File: config.mk
export PLATFORM = sky130hd
export DESIGN_NAME = ccd_frame_sequencer
export DESIGN_NICKNAME = d
export VERILOG_FILES = /design/src/rtl/ccd_fseq_pkg.sv /design/src/rtl/ccd_pd_read.sv /design/src/rtl/ccd_line_eng.sv /design/src/rtl/ccd_retrace.sv /design/src/rtl/ccd_frame_sequencer.sv
export SDC_FILE = /design/constraint.sdc
export NUM_CORES = 1
export LEC_CHECK = 0
export ABC_AREA = 0
export BUFFER_PORTS_ARGS = -buffer_cell sky130_fd_sc_hd__buf_2
export CORE_UTILIZATION = 40
export CTS_BUF_LIST = sky130_fd_sc_hd__clkbuf_8
export DETAILED_ROUTE_END_ITERATION = 10
export GPL_TIMING_DRIVEN = 0
export PLACE_DENSITY = 0.56
export SYNTH_ARGS = -nofsm -noshare
export SYNTH_HDL_FRONTEND = slang
export SYNTH_SLANG_ARGS = --single-unit
File: constraint.sdc
create_clock -name clk -period 3 [get_ports clk]
set_input_delay 0.45 -clock clk [delete_from_list [all_inputs] [get_ports clk]]
set_output_delay 0.45 -clock clk [all_outputs]
set_load 0.05 [all_outputs]
File: src/rtl/ccd_fseq_pkg.sv
package ccd_fseq_pkg;

    typedef enum logic [1:0] {
        VLV_LOW  = 2'b00,
        VLV_MID  = 2'b01,
        VLV_HIGH = 2'b10
    } vlevel_e;

    typedef struct packed {
        vlevel_e ph1;
        vlevel_e ph2;
    } vclk_t;

    typedef enum logic [2:0] {
        FS_IDLE,
        FS_READ,
        FS_LINES,
        FS_RETRACE,
        FS_DONE
    } frame_state_e;

    function automatic vclk_t mk_vclk(input vlevel_e a, input vlevel_e b);
        vclk_t v;
        v.ph1 = a;
        v.ph2 = b;
        return v;
    endfunction

    function automatic vclk_t vclk_hold();
        return mk_vclk(VLV_LOW, VLV_MID);
    endfunction

    function automatic int unsigned line_cycles(input int unsigned vstep,
                                                input int unsigned passes,
                                                input int unsigned hd,
                                                input int unsigned hread);
        return 2 * vstep * passes + hd + 1 + hread;
    endfunction

endpackage

File: src/rtl/ccd_pd_read.sv
module ccd_pd_read
    import ccd_fseq_pkg::*;
#(
    parameter int unsigned T_PED_OUT = 800,
    parameter int unsigned T_PED_IN  = 300,
    parameter int unsigned T_V2H     = 350,
    parameter int unsigned TW        = 16
) (
    input  logic  clk,
    input  logic  rst,
    input  logic  go,
    output logic  done,
    output vclk_t vclk
);
    typedef enum logic [2:0] {PR_IDLE, PR_LEAD, PR_INNER, PR_HIGH, PR_TRAIL} pr_state_e;

    localparam logic [TW-1:0] LEN_OUT  = TW'(T_PED_OUT - 1);
    localparam logic [TW-1:0] LEN_IN   = TW'(T_PED_IN - 1);
    localparam logic [TW-1:0] LEN_HIGH = TW'(T_V2H - 1);

    pr_state_e st;
    logic [TW-1:0] cnt;

    always_ff @(posedge clk) begin
        if (rst) begin
            st  <= PR_IDLE;
            cnt <= '0;
        end else if (st == PR_IDLE) begin
            if (go) begin
                st  <= PR_LEAD;
                cnt <= LEN_OUT;
            end
        end else if (cnt != '0) begin
            cnt <= cnt - TW'(1);
        end else begin
            unique case (st)
                PR_LEAD:  begin st <= PR_INNER; cnt <= LEN_IN;   end
                PR_INNER: begin st <= PR_HIGH;  cnt <= LEN_HIGH; end
                PR_HIGH:  begin st <= PR_TRAIL; cnt <= LEN_OUT;  end
                default:  begin st <= PR_IDLE;  cnt <= '0;       end
            endcase
        end
    end

    assign done = (st == PR_TRAIL) && (cnt == '0);

    always_comb begin
        unique case (st)
            PR_LEAD:  vclk = mk_vclk(VLV_MID, VLV_MID);
            PR_INNER: vclk = mk_vclk(VLV_LOW, VLV_MID);
            PR_HIGH:  vclk = mk_vclk(VLV_LOW, VLV_HIGH);
            PR_TRAIL: vclk = mk_vclk(VLV_LOW, VLV_MID);
            default:  vclk = vclk_hold();
        endcase
    end

    logic [TW-1:0] hi_run;
    always_ff @(posedge clk) begin
        if (rst)                        hi_run <= '0;
        else if (vclk.ph2 == VLV_HIGH)  hi_run <= hi_run + TW'(1);
        else                            hi_run <= '0;
    end

    AST_V2H_WIDTH: assert property (@(posedge clk) disable iff (rst)
        (vclk.ph2 != VLV_HIGH && hi_run != '0) |-> hi_run == TW'(T_V2H));

endmodule

File: src/rtl/ccd_line_eng.sv
module ccd_line_eng
    import ccd_fseq_pkg::*;
#(
    parameter int unsigned T_VSTEP = 20,
    parameter int unsigned T_HD    = 30,
    parameter int unsigned T_HREAD = 1060,
    parameter int unsigned T_SHUT  = 150,
    parameter int unsigned T_SHGAP = 20,
    parameter int unsigned TW      = 16
) (
    input  logic  clk,
    input  logic  rst,
    input  logic  go,
    input  logic  bin2,
    input  logic  shut,
    output logic  done,
    output logic  strobe,
    output logic  shutter,
    output vclk_t vclk
);
    typedef enum logic [2:0] {
        LE_IDLE, LE_XA, LE_XB, LE_SHUT, LE_GAP, LE_HD, LE_STRB, LE_HREAD
    } le_state_e;

    localparam logic [TW-1:0] LEN_STEP  = TW'(T_VSTEP - 1);
    localparam logic [TW-1:0] LEN_HD    = TW'(T_HD - 1);
    localparam logic [TW-1:0] LEN_HREAD = TW'(T_HREAD - 1);
    localparam logic [TW-1:0] LEN_SHUT  = TW'(T_SHUT - 1);
    localparam logic [TW-1:0] LEN_GAP   = TW'(T_SHGAP - 1);

    le_state_e st;
    logic [TW-1:0] cnt;
    logic pass, bin_q, shut_q;
    logic at_end;

    assign at_end = (cnt == '0);
    assign done   = (st == LE_HREAD) && at_end;

    always_ff @(posedge clk) begin
        if (rst) begin
            st     <= LE_IDLE;
            cnt    <= '0;
            pass   <= 1'b0;
            bin_q  <= 1'b0;
            shut_q <= 1'b0;
        end else if (st == LE_IDLE || done) begin
            if (go) begin
                st     <= LE_XA;
                cnt    <= LEN_STEP;
                pass   <= 1'b0;
                bin_q  <= bin2;
                shut_q <= shut;
            end else begin
                st  <= LE_IDLE;
                cnt <= '0;
            end
        end else if (!at_end) begin
            cnt <= cnt - TW'(1);
        end else begin
            unique case (st)
                LE_XA: begin st <= LE_XB; cnt <= LEN_STEP; end
                LE_XB: begin
                    if (bin_q && !pass) begin
                        st   <= LE_XA;
                        cnt  <= LEN_STEP;
                        pass <= 1'b1;
                    end else if (shut_q) begin
                        st  <= LE_SHUT;
                        cnt <= LEN_SHUT;
                    end else begin
                        st  <= LE_HD;
                        cnt <= LEN_HD;
                    end
                end
                LE_SHUT: begin st <= LE_GAP;   cnt <= LEN_GAP;   end
                LE_GAP:  begin st <= LE_HD;    cnt <= LEN_HD;    end
                LE_HD:   begin st <= LE_STRB;  cnt <= '0;        end
                default: begin st <= LE_HREAD; cnt <= LEN_HREAD; end
            endcase
        end
    end

    assign strobe  = (st == LE_STRB);
    assign shutter = (st == LE_SHUT);

    always_comb begin
        unique case (st)
            LE_XA:   vclk = mk_vclk(VLV_MID, VLV_LOW);
            LE_XB:   vclk = mk_vclk(VLV_LOW, VLV_MID);
            default: vclk = vclk_hold();
        endcase
    end

    AST_SHUT_THEN_NO_STROBE: assert property (@(posedge clk) disable iff (rst)
        shutter |=> !strobe);

endmodule

File: src/rtl/ccd_retrace.sv
module ccd_retrace #(
    parameter int unsigned RL = 1111,
    parameter int unsigned NW = 8,
    parameter int unsigned TW = 16
) (
    input  logic          clk,
    input  logic          rst,
    input  logic          go,
    input  logic [NW-1:0] n_lines,
    output logic          busy,
    output logic          done
);
    localparam logic [TW-1:0] LEN_LINE = TW'(RL - 1);

    logic [NW-1:0] left;
    logic [TW-1:0] tick;

    always_ff @(posedge clk) begin
        if (rst) begin
            busy <= 1'b0;
            left <= '0;
            tick <= '0;
        end else if (!busy) begin
            if (go) begin
                busy <= 1'b1;
                left <= n_lines - NW'(1);
                tick <= LEN_LINE;
            end
        end else if (tick != '0) begin
            tick <= tick - TW'(1);
        end else if (left == '0) begin
            busy <= 1'b0;
        end else begin
            left <= left - NW'(1);
            tick <= LEN_LINE;
        end
    end

    assign done = busy && (tick == '0) && (left == '0);

endmodule

File: src/rtl/ccd_frame_sequencer.sv
module ccd_frame_sequencer
    import ccd_fseq_pkg::*;
#(
    parameter int unsigned ROWS      = 1032,
    parameter int unsigned NW        = 8,
    parameter int unsigned TW        = 16,
    parameter int unsigned T_PED_OUT = 800,
    parameter int unsigned T_PED_IN  = 300,
    parameter int unsigned T_V2H     = 350,
    parameter int unsigned T_VSTEP   = 20,
    parameter int unsigned T_HD      = 30,
    parameter int unsigned T_HREAD   = 1060,
    parameter int unsigned T_SHUT    = 150,
    parameter int unsigned T_SHGAP   = 20,
    parameter int unsigned RETRACE_TICKS = line_cycles(T_VSTEP, 1, T_HD, T_HREAD),
    parameter int unsigned RW        = $clog2(ROWS + 1)
) (
    input  logic          clk,
    input  logic          rst,
    input  logic          frame_start,
    input  logic          vbin_en,
    input  logic [NW-1:0] retrace_lines,
    input  logic [RW-1:0] shutter_row,
    input  logic          shutter_en,
    output logic [1:0]    v1_level,
    output logic [1:0]    v2_level,
    output logic          line_start,
    output logic          shutter_pulse,
    output logic          frame_done
);
    localparam logic [RW-1:0] ROWS_FULL = RW'(ROWS);
    localparam logic [RW-1:0] ROWS_BIN  = RW'(ROWS / 2);

    frame_state_e st;
    logic          bin_q, shen_q;
    logic [NW-1:0] n_q;
    logic [RW-1:0] shrow_q;
    logic [RW-1:0] line_idx;
    logic [RW-1:0] last_idx;
    logic [RW-1:0] launch_idx;
    logic          last_line;

    logic  pd_go, pd_done;
    logic  ln_go, ln_done, ln_shut, ln_strobe, ln_shutter;
    logic  ret_go, ret_busy, ret_done;
    vclk_t pd_vclk, ln_vclk, vclk_o;

    assign last_idx   = (bin_q ? ROWS_BIN : ROWS_FULL) - RW'(1);
    assign last_line  = (line_idx == last_idx);
    assign launch_idx = (st == FS_READ) ? '0 : line_idx + RW'(1);

    assign pd_go  = (st == FS_IDLE) && frame_start;
    assign ln_go  = ((st == FS_READ) && pd_done) ||
                    ((st == FS_LINES) && ln_done && !last_line);
    assign ln_shut = shen_q && (launch_idx == shrow_q);
    assign ret_go = (st == FS_LINES) && ln_done && last_line && (n_q != '0);

    always_ff @(posedge clk) begin
        if (rst) begin
            st       <= FS_IDLE;
            bin_q    <= 1'b0;
            shen_q   <= 1'b0;
            n_q      <= '0;
            shrow_q  <= '0;
            line_idx <= '0;
        end else begin
            unique case (st)
                FS_IDLE: if (frame_start) begin
                    st      <= FS_READ;
                    bin_q   <= vbin_en;
                    shen_q  <= shutter_en;
                    n_q     <= retrace_lines;
                    shrow_q <= shutter_row;
                end
                FS_READ: if (pd_done) begin
                    st       <= FS_LINES;
                    line_idx <= '0;
                end
                FS_LINES: if (ln_done) begin
                    if (!last_line)         line_idx <= line_idx + RW'(1);
                    else if (n_q != '0)     st <= FS_RETRACE;
                    else                    st <= FS_DONE;
                end
                FS_RETRACE: if (ret_done) st <= FS_DONE;
                default: st <= FS_IDLE;
            endcase
        end
    end

    ccd_pd_read #(
        .T_PED_OUT(T_PED_OUT), .T_PED_IN(T_PED_IN), .T_V2H(T_V2H), .TW(TW)
    ) u_pd (
        .clk(clk), .rst(rst), .go(pd_go), .done(pd_done), .vclk(pd_vclk)
    );

    ccd_line_eng #(
        .T_VSTEP(T_VSTEP), .T_HD(T_HD), .T_HREAD(T_HREAD),
        .T_SHUT(T_SHUT), .T_SHGAP(T_SHGAP), .TW(TW)
    ) u_line (
        .clk(clk), .rst(rst), .go(ln_go), .bin2(bin_q), .shut(ln_shut),
        .done(ln_done), .strobe(ln_strobe), .shutter(ln_shutter), .vclk(ln_vclk)
    );

    ccd_retrace #(
        .RL(RETRACE_TICKS), .NW(NW), .TW(TW)
    ) u_ret (
        .clk(clk), .rst(rst), .go(ret_go), .n_lines(n_q),
        .busy(ret_busy), .done(ret_done)
    );

    always_comb begin
        unique case (st)
            FS_READ:  vclk_o = pd_vclk;
            FS_LINES: vclk_o = ln_vclk;
            default:  vclk_o = vclk_hold();
        endcase
    end

    assign v1_level      = vclk_o.ph1;
    assign v2_level      = vclk_o.ph2;
    assign line_start    = ln_strobe;
    assign shutter_pulse = ln_shutter;
    assign frame_done    = (st == FS_DONE);

    AST_LEVEL_CODE: assert property (@(posedge clk) disable iff (rst)
        v1_level != 2'b11 && v2_level != 2'b11 && v1_level != 2'b10);
    AST_SHUT_NOT_HIGH: assert property (@(posedge clk) disable iff (rst)
        shutter_pulse |-> pd_vclk.ph2 != VLV_HIGH);
    AST_STROBE_SINGLE: assert property (@(posedge clk) disable iff (rst)
        line_start |=> !line_start);
    AST_DONE_PULSE: assert property (@(posedge clk) disable iff (rst)
        frame_done |=> (!frame_done && !line_start));
    AST_RETRACE_QUIET: assert property (@(posedge clk) disable iff (rst)
        ret_busy |-> (!line_start && ln_vclk.ph1 != VLV_MID));

endmodule

---- Yosys cells after proc, flatten, opt, wreduce, memory -nomap -nowiden ----
Cells that the tools add are included.
storage, ports and cells
  flip-flop bits (word level) ............. 101
  latch bits .............................. 0
  RAM bits ................................ 0
  bits in read-only memories .............. 0
  input port bits ......................... 24
  memories ................................ 0
cells by class
  add/sub/neg operators ................... 7
  multipliers ............................. 0
  divide/modulo/power cells ............... 0
  order comparisons ....................... 0
  equal/unequal tests ..................... 29
  shifts and indexed selects .............. 0
  mux-type cells .......................... 53
  bitwise operators ....................... 0
  reduce and logical (&&, ||, !) cells .... 40
operator list
  kind                                                 number
  two-way mux 16 bit                                   10
  one-hot mux 16 bit (4 select lines)                  1
  two-way mux 11 bit                                   5
  logical NOT 16 bit                                   3
  subtractor 16 x 1 -> 16 bit (second input constant)  3
  two-way mux 3 bit                                    14
  two-way mux 8 bit                                    5
  nonzero test 16 bit                                  2
  one-hot mux 10 bit (3 select lines)                  1
  == test 11 bit                                       2
  one-hot mux 11 bit (2 select lines)                  1
  inequality test 2 bit (second input constant)        10
  == test 3 x 2 -> 1 bit (second input constant)       6
  == test 3 bit (second input constant)                6
  subtractor 8 x 1 -> 8 bit (second input constant)    2
  one-hot mux 3 bit (5 select lines)                   1
  logical AND 1 bit                                    12
  one-hot mux 3 bit (4 select lines)                   1
  adder 11 x 1 -> 11 bit (second input constant)       1
  subtractor 11 x 1 -> 11 bit (second input constant)  1
  two-way mux 1 bit                                    10
  nonzero test 2 bit                                   5
  == test 3 x 1 -> 1 bit (second input constant)       3
  logical NOT 3 bit                                    3
  15 further kinds                                     21

---- Longest topological paths before layout ----
Gate-level depths: netlist of run 1.
  depth in word-level cells ............... 8
  mapped depth ............................ 11

---- Hierarchy ----
A second synthesis of run 1 with hierarchy kept.
second synthesis, totals
  cells, all modules ...................... 786
  area total of the unflattened synthesis .. 6359.8 µm²
by module, submodules not included
  module               instances  cells each  area an instance (µm²)
  ccd_frame_sequencer  1          273         2107.0
  ccd_retrace          1          201         1635.3
  ccd_line_eng         1          161         1335.0
  ccd_pd_read          1          151         1282.5

---- Least setup slack after synthesis of run 1 ----
No wires, ideal clock.
  path type ............................... reg2out
  from .................................... reg st[0]
  to ...................................... out v2_level[0]
  arrival ................................. 2766 ps
  data required time ...................... 2550 ps
  setup slack ............................. -216 ps
  cell stages (with the launch flop) ...... 6
  path buffers ............................ 1
  path through ............................ dfxtp_1 > buf_2 > nor3b_2 > nand2_1 > nor3b_1 > nor2b_1
between the ends
  longest elaborated chain between the ends .. 2
ends and longest elaborated chain
  what                                                              RTL line                    RTL
  start, declared                                                   ccd_frame_sequencer.sv:34   frame_state_e st;
  start signal, assigned                                            ccd_frame_sequencer.sv:60   st <= FS_IDLE;
  start signal, assigned                                            ccd_frame_sequencer.sv:69   st <= FS_READ;
  start signal, assigned                                            ccd_frame_sequencer.sv:76   st <= FS_LINES;
  == test 3 x 2 -> 1 bit or == test 3 x 1 -> 1 bit (tied branches)  ccd_frame_sequencer.sv:112  unique case (st)
  one-hot mux 4 bit (2 select lines) (*)                            ccd_frame_sequencer.sv:112
  end, declared                                                     ccd_frame_sequencer.sv:26   output logic [1:0] v2_level,
Every way passes the cells marked *; elsewhere a longest branch is shown, timed or not.

---- Worst setup path in the final report of run 1 ----
  from .................................... reg u_line.cnt[0]
  to ...................................... reg line_idx[8]
between the ends
  longest elaborated chain between the ends .. 4
ends and longest elaborated chain
  what                             RTL line                   RTL
  start, declared                  ccd_line_eng.sv:32         logic [TW-1:0] cnt;
  start signal, assigned           ccd_line_eng.sv:58         cnt <= cnt - TW'(1);
  logical NOT 16 bit               ccd_line_eng.sv:36         assign at_end = (cnt == '0);
  logical AND 1 bit                ccd_line_eng.sv:37         assign done = (st == LE_HREAD) && at_end;
  inequality test 2 bit (no line)  n/a
  AND reduction 4 bit (no line)    n/a
  end signal, assigned             ccd_frame_sequencer.sv:80  if (!last_line) line_idx <= line_idx + RW'(1);
  end, declared                    ccd_frame_sequencer.sv:38  logic [RW-1:0] line_idx;
Every way passes these cells.
A chain may end at the register's enable or synchronous reset.

==> key figures, run 1 <==
Global route
  – First-pass GRT wire length: 29500 um
  – Number of global-route vias before repair: 5680
  – Pin count of the biggest net entering global routing: 18
  – Gr usage total: 0.233
  – GRT overflow: 0
  – Initial antenna violation count: 0

Floorplan
  – Die H: between 100 and 150 um
  – Initial Utilization: 0.417
  – # rows: 44
  – IO Pins: 31
  – Total core area: 14800 um^2
  – Die area: 15900 um^2
  – Chip Width: 126 um

Power
  – Static leakage: 2.45 nW
  – Sw Pwr: 1.03 mW
  – Combinational share of power: 0.201
  – P_int: 2.11 mW
  – Clk pwr share: 0.323
  – Peak VDD IR: about 0.00035 V
  – Sequential Power Share: 0.476
  – Cell Pwr Density: 464 nW/um^2
  – Sw Ratio: 0.327

Setup path
  – Flop2flop setup slack: 0.22 ns
  – Worst Path Arrival: 3.03 ns
  – CP Data Required Time: 3.25 ns
  – Critical path type: register to register
  – RR Startpoint: u_line.cnt[0]$_SDFF_PP0_
  – Crit path launch: u_line.cnt[0]$_SDFF_PP0_
  – Nature of the critical path endpoint: register
  – Worst r2r path cells: 9
  – CP max FO: 10
  – Worst setup SP type: register

Clock tree
  – Clock Latency Late Sink: approximately 0.40 ns
  – CTS root buffer: clkbuf_8
  – Htree depth: 3
  – Postcts setup bufs: 0
  – Clock Sinks: 101
  – Reg clk slew, reported paths: 0.11 ns
  – Hold-fix buffers at CTS: 0
  – CTS Buf Count: 9
  – CTS tree: yes
  – CTS Buffer Depth: 2

Timing
  – Fmax: ~0.36 GHz
  – Setup repair after global routing missed its margin: false
  – Worst relative slew slack: 0.359
  – Worst Tran Pin Value: 0.948 ns
  – Clock period minus worst slack: 2.78 ns
  – Final Cycle Share: 0.925
  – Final Hold Fails: 0
  – Final setup viols: 0
  – Pins over their slew limit: 0
  – Layout Skew: 0.0150 ns
  – Hold slack: roughly 0.28 ns

Finish
  – Layout cells sized above 1: 0.118
  – Most common cell after layout, fill and taps aside: dfxtp_1
  – Most frequent cells in the layout: 101 x dfxtp_1, 88 x nand2_1, 83 x a21oi_1
  – Ant. Diodes: 0
  – Area growth syn-to-layout: 10.0%
  – Final nets: 859
  – Post-Layout Inst Area: 6770 um^2
  – Layout fillers: roughly 1500

Job
  – Max Cap Viol: 0

Yosys
  – FFs w/ async S/R, synth: 0
  – Number of synthesized register bits: a little over 100
  – Synth unique cells: 78
  – Register area share after synthesis: 0.329
  – Post-Synthesis Cells: 790
  – Ys Warns: 0
  – Netlist Area Pre-Place: 6150 um^2
  – Mapped Avg Cell Area: 7.79 um^2
  – Post-synth top flop: dfxtp_1
  – Count of flip-flops with a built-in enable after synthesis: 0
  – Synth Net Count: 821

Routing
  – Drt pass-1 iters: 5
  – Wirelength, routed: 17700 um
  – DRC: 0
  – Vias: 6065
  – Routed len/inst: 17.4 um
  – Vias/cell: a little under 6
  – Number of routed nets with antenna violations: 0
  – Iter 0 DRT Violations: 417

Worst hold path
  – Hold path depth: 3
  – Hold Path Origin: shutter_row[2]
  – Worst Hold Class: input pin to register

Placement
  – Placer Congestion: 0.911
  – # port buffers: 28
  – Placed cell area: 6530 um^2
  – DP HPWL: 13000 um

Status
  – Status: complete, no violations
sequential cells by signal, indices dropped and copies added (netlist names), 3 cells and up:
| register | flops |
|---|---|
| u_line.st | 3 |
| u_line.cnt | 16 |
| line_idx | 11 |
| u_ret.tick | 16 |
| shrow_q | 11 |
| st | 3 |
| u_ret.left | 8 |
| n_q | 8 |
| u_pd.cnt | 16 |
| u_pd.st | 3 |
layer usage:
| layer | part of all wire | global-route usage | vias up | wire, um |
|---|---|---|---|---|
| li1 | - | - | 2972 | - |
| met1 | 0.46 | 0.310 | 2881 | 8130 |
| met2 | 0.46 | 0.380 | 190 | 8210 |
| met5 | 0 | 0 | - | 0 |
| met4 | 0.015 | 0.0602 | 0 | 264 |
| met3 | 0.064 | 0.0535 | 22 | 1140 |
power groups by stage:
stage	Clock, mW	Combinational (mW)	Sequential [mW]
6_report	1.01	0.632	1.49
5_1_grt	1.09	0.711	1.51
4_1_cts	1.04	0.618	1.49
3_5_place_dp	0	0.615	1.52
3_3_place_gp	0	0.603	1.52
2_1_floorplan	0	0.458	1.50
logic make-up (layout without fill, tap and decap cells):
family,count (synthesis),count (layout),share of synthesized area
adders and majority gates,7,7,0.0142
xor gates and xnor gates,25,25,0.0403
AOI/OAI and AO/OA,202,202,0.205
buffers and inverters,72,115,0.0496
DFF,101,101,0.329
and+or+nand+nor,370,370,0.342
muxes,12,12,0.0199
other,1,1,0.000609
area by class of cell:
type / count / area [um^2] / area share
sequential: 101 / 2020 / 0.299
timing repair buffer: 28 / 140 / 0.0207
clock buffer: 9 / 124 / 0.0183
inverter: 23 / 86.3 / 0.0128
multi-input combinational: 617 / 3850 / 0.569
tap: 184 / 230 / 0.0340
clock inverter: 7 / 97.6 / 0.0144
buffer: 48 / 216 / 0.0320
cells in the mapped netlist (6+ instances only):
master,instances,share of area
dfxtp_1,101,0.33
nor4b_1,8,0.011
nor3b_1,8,0.0098
nor2b_1,6,0.0061
nand3_1,20,0.016
nor3_1,34,0.028
nor3_2,15,0.024
clkbuf_1,32,0.020
nand3b_1,13,0.016
a211oi_1,7,0.0085
or3_1,13,0.013
nand2_1,88,0.054
a21oi_1,83,0.068
a31oi_1,16,0.016
buf_2,10,0.0081
and3_1,9,0.0091
o21ai_0,38,0.031
mux2i_1,10,0.016
nand4_1,19,0.019
nand2b_1,8,0.0081
nor4_1,17,0.017
xnor2_1,18,0.026
nor2_1,75,0.046
ha_1,7,0.014
inv_1,23,0.014
o31ai_1,6,0.0073
through the flow:
step / total power [mW] / instances / setup TNS (ns) / util / setup slack, ns
floorplan: 1.95 / 790 / 0 / - / 0.373
global placement: 2.12 / 1002 / 0 / 0.443 / 0.0415
detailed placement: 2.13 / 1002 / -0.0307 / 0.443 / -0.0307
CTS: 3.14 / 1018 / 0 / 0.458 / 0.135
global route: 3.31 / 1017 / 0 / 0.459 / 0.0396
finish: 3.14 / 1017 / 0 / 0.459 / 0.225
timing repair:
action	4_1_cts	5_1_grt
endpoints found under the hold margin	0	0
resized for setup	1	3
endpoints found under the setup margin	1	8
final timing paths:
path	endpoint
worst max-delay path	line_idx[8]$_SDFFE_PP0P_
worst min-delay path	shrow_q[2]$_SDFFE_PP0P_
worst max register to register	line_idx[8]$_SDFFE_PP0P_
worst min register to register	u_line.bin_q$_SDFFE_PP0P_
worst max-delay path, cell delays in order (launching register included):
cell and delay, ns:
dfxtp_1 0.33, inv_1 0.15, ha_1 0.17, nor4b_2 0.38, nand4_1 0.33, nor4_4 0.59
a21oi_2 0.10, clkbuf_1 0.28, o21ai_0 0.23, a21oi_1 0.08
Power figures use the tool's default switching activity.
==> inputs of run 2 (changes only) <==
Settings changed: CELL_PAD_IN_SITES_DETAIL_PLACEMENT set to 1, CELL_PAD_IN_SITES_GLOBAL_PLACEMENT set to 1, PLACE_DENSITY 0.56 to 0.74.
Clock period 3 ns to 2.5 ns, I/O delays scaled along.
==> run 2 against run 1 <==
  * Core utilization increased by 2.5 points
  * Count of clock-buffer cells in the layout is the same
  * Hold slack worse by 0.066 ns
  * Register-to-register slack lost 0.15 ns
  * Routed wire length rose by 15%
  * Clock power up 37%
  * Power up 29%
  * Critical path depth is 2 higher
  * Critical path type unchanged
==> key figures, run 2 (synthesis results as in run 1) <==
Status
  – Status: complete, no violations

Floorplan
  – Chip Width: 126 um (unchanged)
  – Die H: 126 um (unchanged)
  – # rows: 44 (unchanged)
  – Total core area: 14800 um^2 (unchanged)
  – Die area: 15900 um^2 (unchanged)
  – Initial Utilization: 0.417 (unchanged)
  – IO Pins: 31 (unchanged)

Setup path
  – CP Data Required Time: 2.75 ns (-0.50 ns)
  – Critical R2R Capture: u_ret.tick[0]$_SDFFE_PP0P_
  – Worst r2r path cells: 11 (+2)
  – Critical path type: register to register
  – Worst Path Arrival: 2.67 ns (-0.36 ns)
  – CP max FO: 9 (-1)
  – RR Startpoint: u_line.cnt[1]$_SDFF_PP0_
  – Nature of the critical path endpoint: register
  – Flop2flop setup slack: 0.07 ns (-0.15 ns)
  – Worst setup SP type: register

Clock tree
  – Reg clk slew, reported paths: 0.10 ns (about the same)
  – Htree depth: 3 (unchanged)
  – CTS root buffer: clkbuf_8
  – CTS Buf Count: 9 (unchanged)
  – CTS tree: yes
  – Clock Sinks: 101 (unchanged)
  – CTS Buffer Depth: 2 (unchanged)
  – Clock Latency Late Sink: 0.39 ns (about the same)

Finish
  – Most frequent cells in the layout: 96 x dfxtp_1, 88 x nand2_1, 83 x a21oi_1
  – Area growth syn-to-layout: 15.9%
  – Register area: 2030 um^2 (+0.43%)
  – Final nets: 876 (+2.0%)
  – Most common cell after layout, fill and taps aside: dfxtp_1
  – Ant. Diodes: 0 (unchanged)
  – Biggest regs: u_line.cnt: 16 flops, u_pd.cnt: 16 flops, u_ret.tick: 16 flops
  – Layout fillers: 1829 (+23%)
  – Final design utilization: 0.483 (+0.0247)
  – Layout cells sized above 1: 0.172 (+0.0543)
  – Area of the multi-input gates: 4000 um^2 (+3.8%)

Power
  – Cell Pwr Density: 569 nW/um^2 (+23%)
  – Peak VDD IR: 0.000350 V (-1.4%)
  – Static leakage: 2.61 nW (+6.6%)
  – Pwr Total: 4.06 mW (+29%)

Placement
  – Placer Congestion: 0.893 (-2.0%)
  – # port buffers: 28 (unchanged)
  – DP HPWL: 14700 um (+13%)
  – Place WS: -0.564 ns (-0.533 ns)

Timing
  – Setup TNS: 0 ns (unchanged)
  – Layout Skew: 0.0111 ns (-0.00394 ns)
  – Final setup viols: 0 (unchanged)
  – Worst relative slew slack: 0.438 (+0.0782)
  – Final Cycle Share: 0.971 (+0.0459)
  – Pins over their slew limit: 0 (unchanged)
  – Clock period minus worst slack: 2.43 ns (-0.348 ns)
  – Final WS setup: 0.0727 ns (-0.152 ns)
  – Worst Tran Pin Value: 0.844 ns (-0.104 ns)
  – Fmax: 0.412 GHz (+14%)
  – Final Hold Fails: 0 (unchanged)

Global route
  – Gr usage total: 0.260 (+0.0267)
  – GRT overflow: 0 (unchanged)
  – First-pass GRT wire length: 32800 um (+11%)
  – Pin count of the biggest net entering global routing: 17 (-1)
  – Number of global-route vias before repair: 6419 (+13%)
  – Initial antenna violation count: 0 (unchanged)

Worst hold path
  – Worst Hold Class: input pin to register
  – Hold EP: shrow_q[7]$_SDFFE_PP0P_
  – Hold Path Origin: shutter_row[7]
  – Hold path depth: 3 (unchanged)

Routing
  – Vias/cell: 6.07 (+1.8%)
  – Wirelength, routed: 20400 um (+15%)
  – DRC: 0 (unchanged)
  – Iter 0 DRT Violations: 385 (-7.7%)
  – Number of routed nets with antenna violations: 0 (unchanged)
  – Routed len/inst: 19.7 um (+13%)
  – Vias: 6269 (+3.4%)
  – Drt pass-1 iters: 5 (unchanged)

Job
  – Max Cap Viol: 0 (unchanged)
-- run 2: cell types whose count changed in the layout (fill, tap and decap cells not counted), sizes merged --
cell      before  now
buf           45   64
bufinv         2    4
clkbuf        40   38
clkinv         2    1
clkinvlp       1    0
inv           25   24
-- run 2: layer usage --
layer / global-route usage / up-vias / part of all wire
met4: 0.0879 / 0 / 0.020
li1: - / 3009 / -
met2: 0.447 / 144 / 0.50
met1: 0.324 / 3079 / 0.44
met5: 0 / - / 0
met3: 0.0493 / 37 / 0.042
-- run 2: worst max-delay path, stage by stage, from the launching register on --
cell     delay [ns]
dfxtp_1        0.33
inv_1          0.11
ha_1           0.16
nor4b_4        0.27
and4_1         0.23
buf_4          0.18
a41oi_4        0.22
buf_6          0.21
buf_2          0.17
nor2_2         0.20
xnor2_1        0.14
nor3_1         0.06
-- run 2: worst max-delay path by stage --
stage                             endpoint  cells past startpoint  slack (ns)                startpoint
3_5_place_dp    u_ret.left[6]$_SDFFE_PP0P_                     10       -0.56     u_ret.busy$_SDFF_PP0_
4_1_cts        u_ret.tick[12]$_SDFFE_PP0P_                      8       0.005  line_idx[0]$_SDFFE_PP0P_
3_3_place_gp    u_ret.left[6]$_SDFFE_PP0P_                     10       -0.48     u_ret.busy$_SDFF_PP0_
6_report        u_ret.tick[0]$_SDFFE_PP0P_                     11        0.07  u_line.cnt[1]$_SDFF_PP0_
5_1_grt         u_ret.tick[0]$_SDFFE_PP0P_                     11       -0.07  u_line.cnt[1]$_SDFF_PP0_
2_1_floorplan                  v2_level[0]                      5       -0.03        st[0]$_SDFFE_PP0P_
-- run 2: layout make-up --
class                           instances  share of cell area
Clock buffer                            9              0.0174
Buffer                                 47              0.0361
Multi-Input combinational cell        617               0.560
Inverter                               23              0.0121
Tap cell                              184              0.0323
Sequential cell                       101               0.285
Timing Repair Buffer                   46              0.0382
Clock inverter                          6              0.0188
-- run 2: through the flow --
| step | cells | hold slack, ns | instance area (um^2) |
|---|---|---|---|
| after detailed placement | 1002 | 0.470 | 6530 |
| after global placement | 1002 | 0.462 | 6530 |
| after CTS | 1024 | 0.197 | 6930 |
| after global routing | 1033 | 0.197 | 7130 |
| after floorplan | 790 | 0.433 | 6160 |
| final | 1033 | 0.213 | 7130 |
-- run 2: timing repair --
action	CTS	global route
hold endpoints to repair	0	0
hold buffers	0	0
resized for setup	20	43
buffers inserted	7	11
pin swaps	2	9
endpoints found under the setup margin	56	42
-- run 2: power by group --
group	internal, mW	switching [mW]
registers	1.69	0.118
logic	0.336	0.537
clock network	0.763	0.613
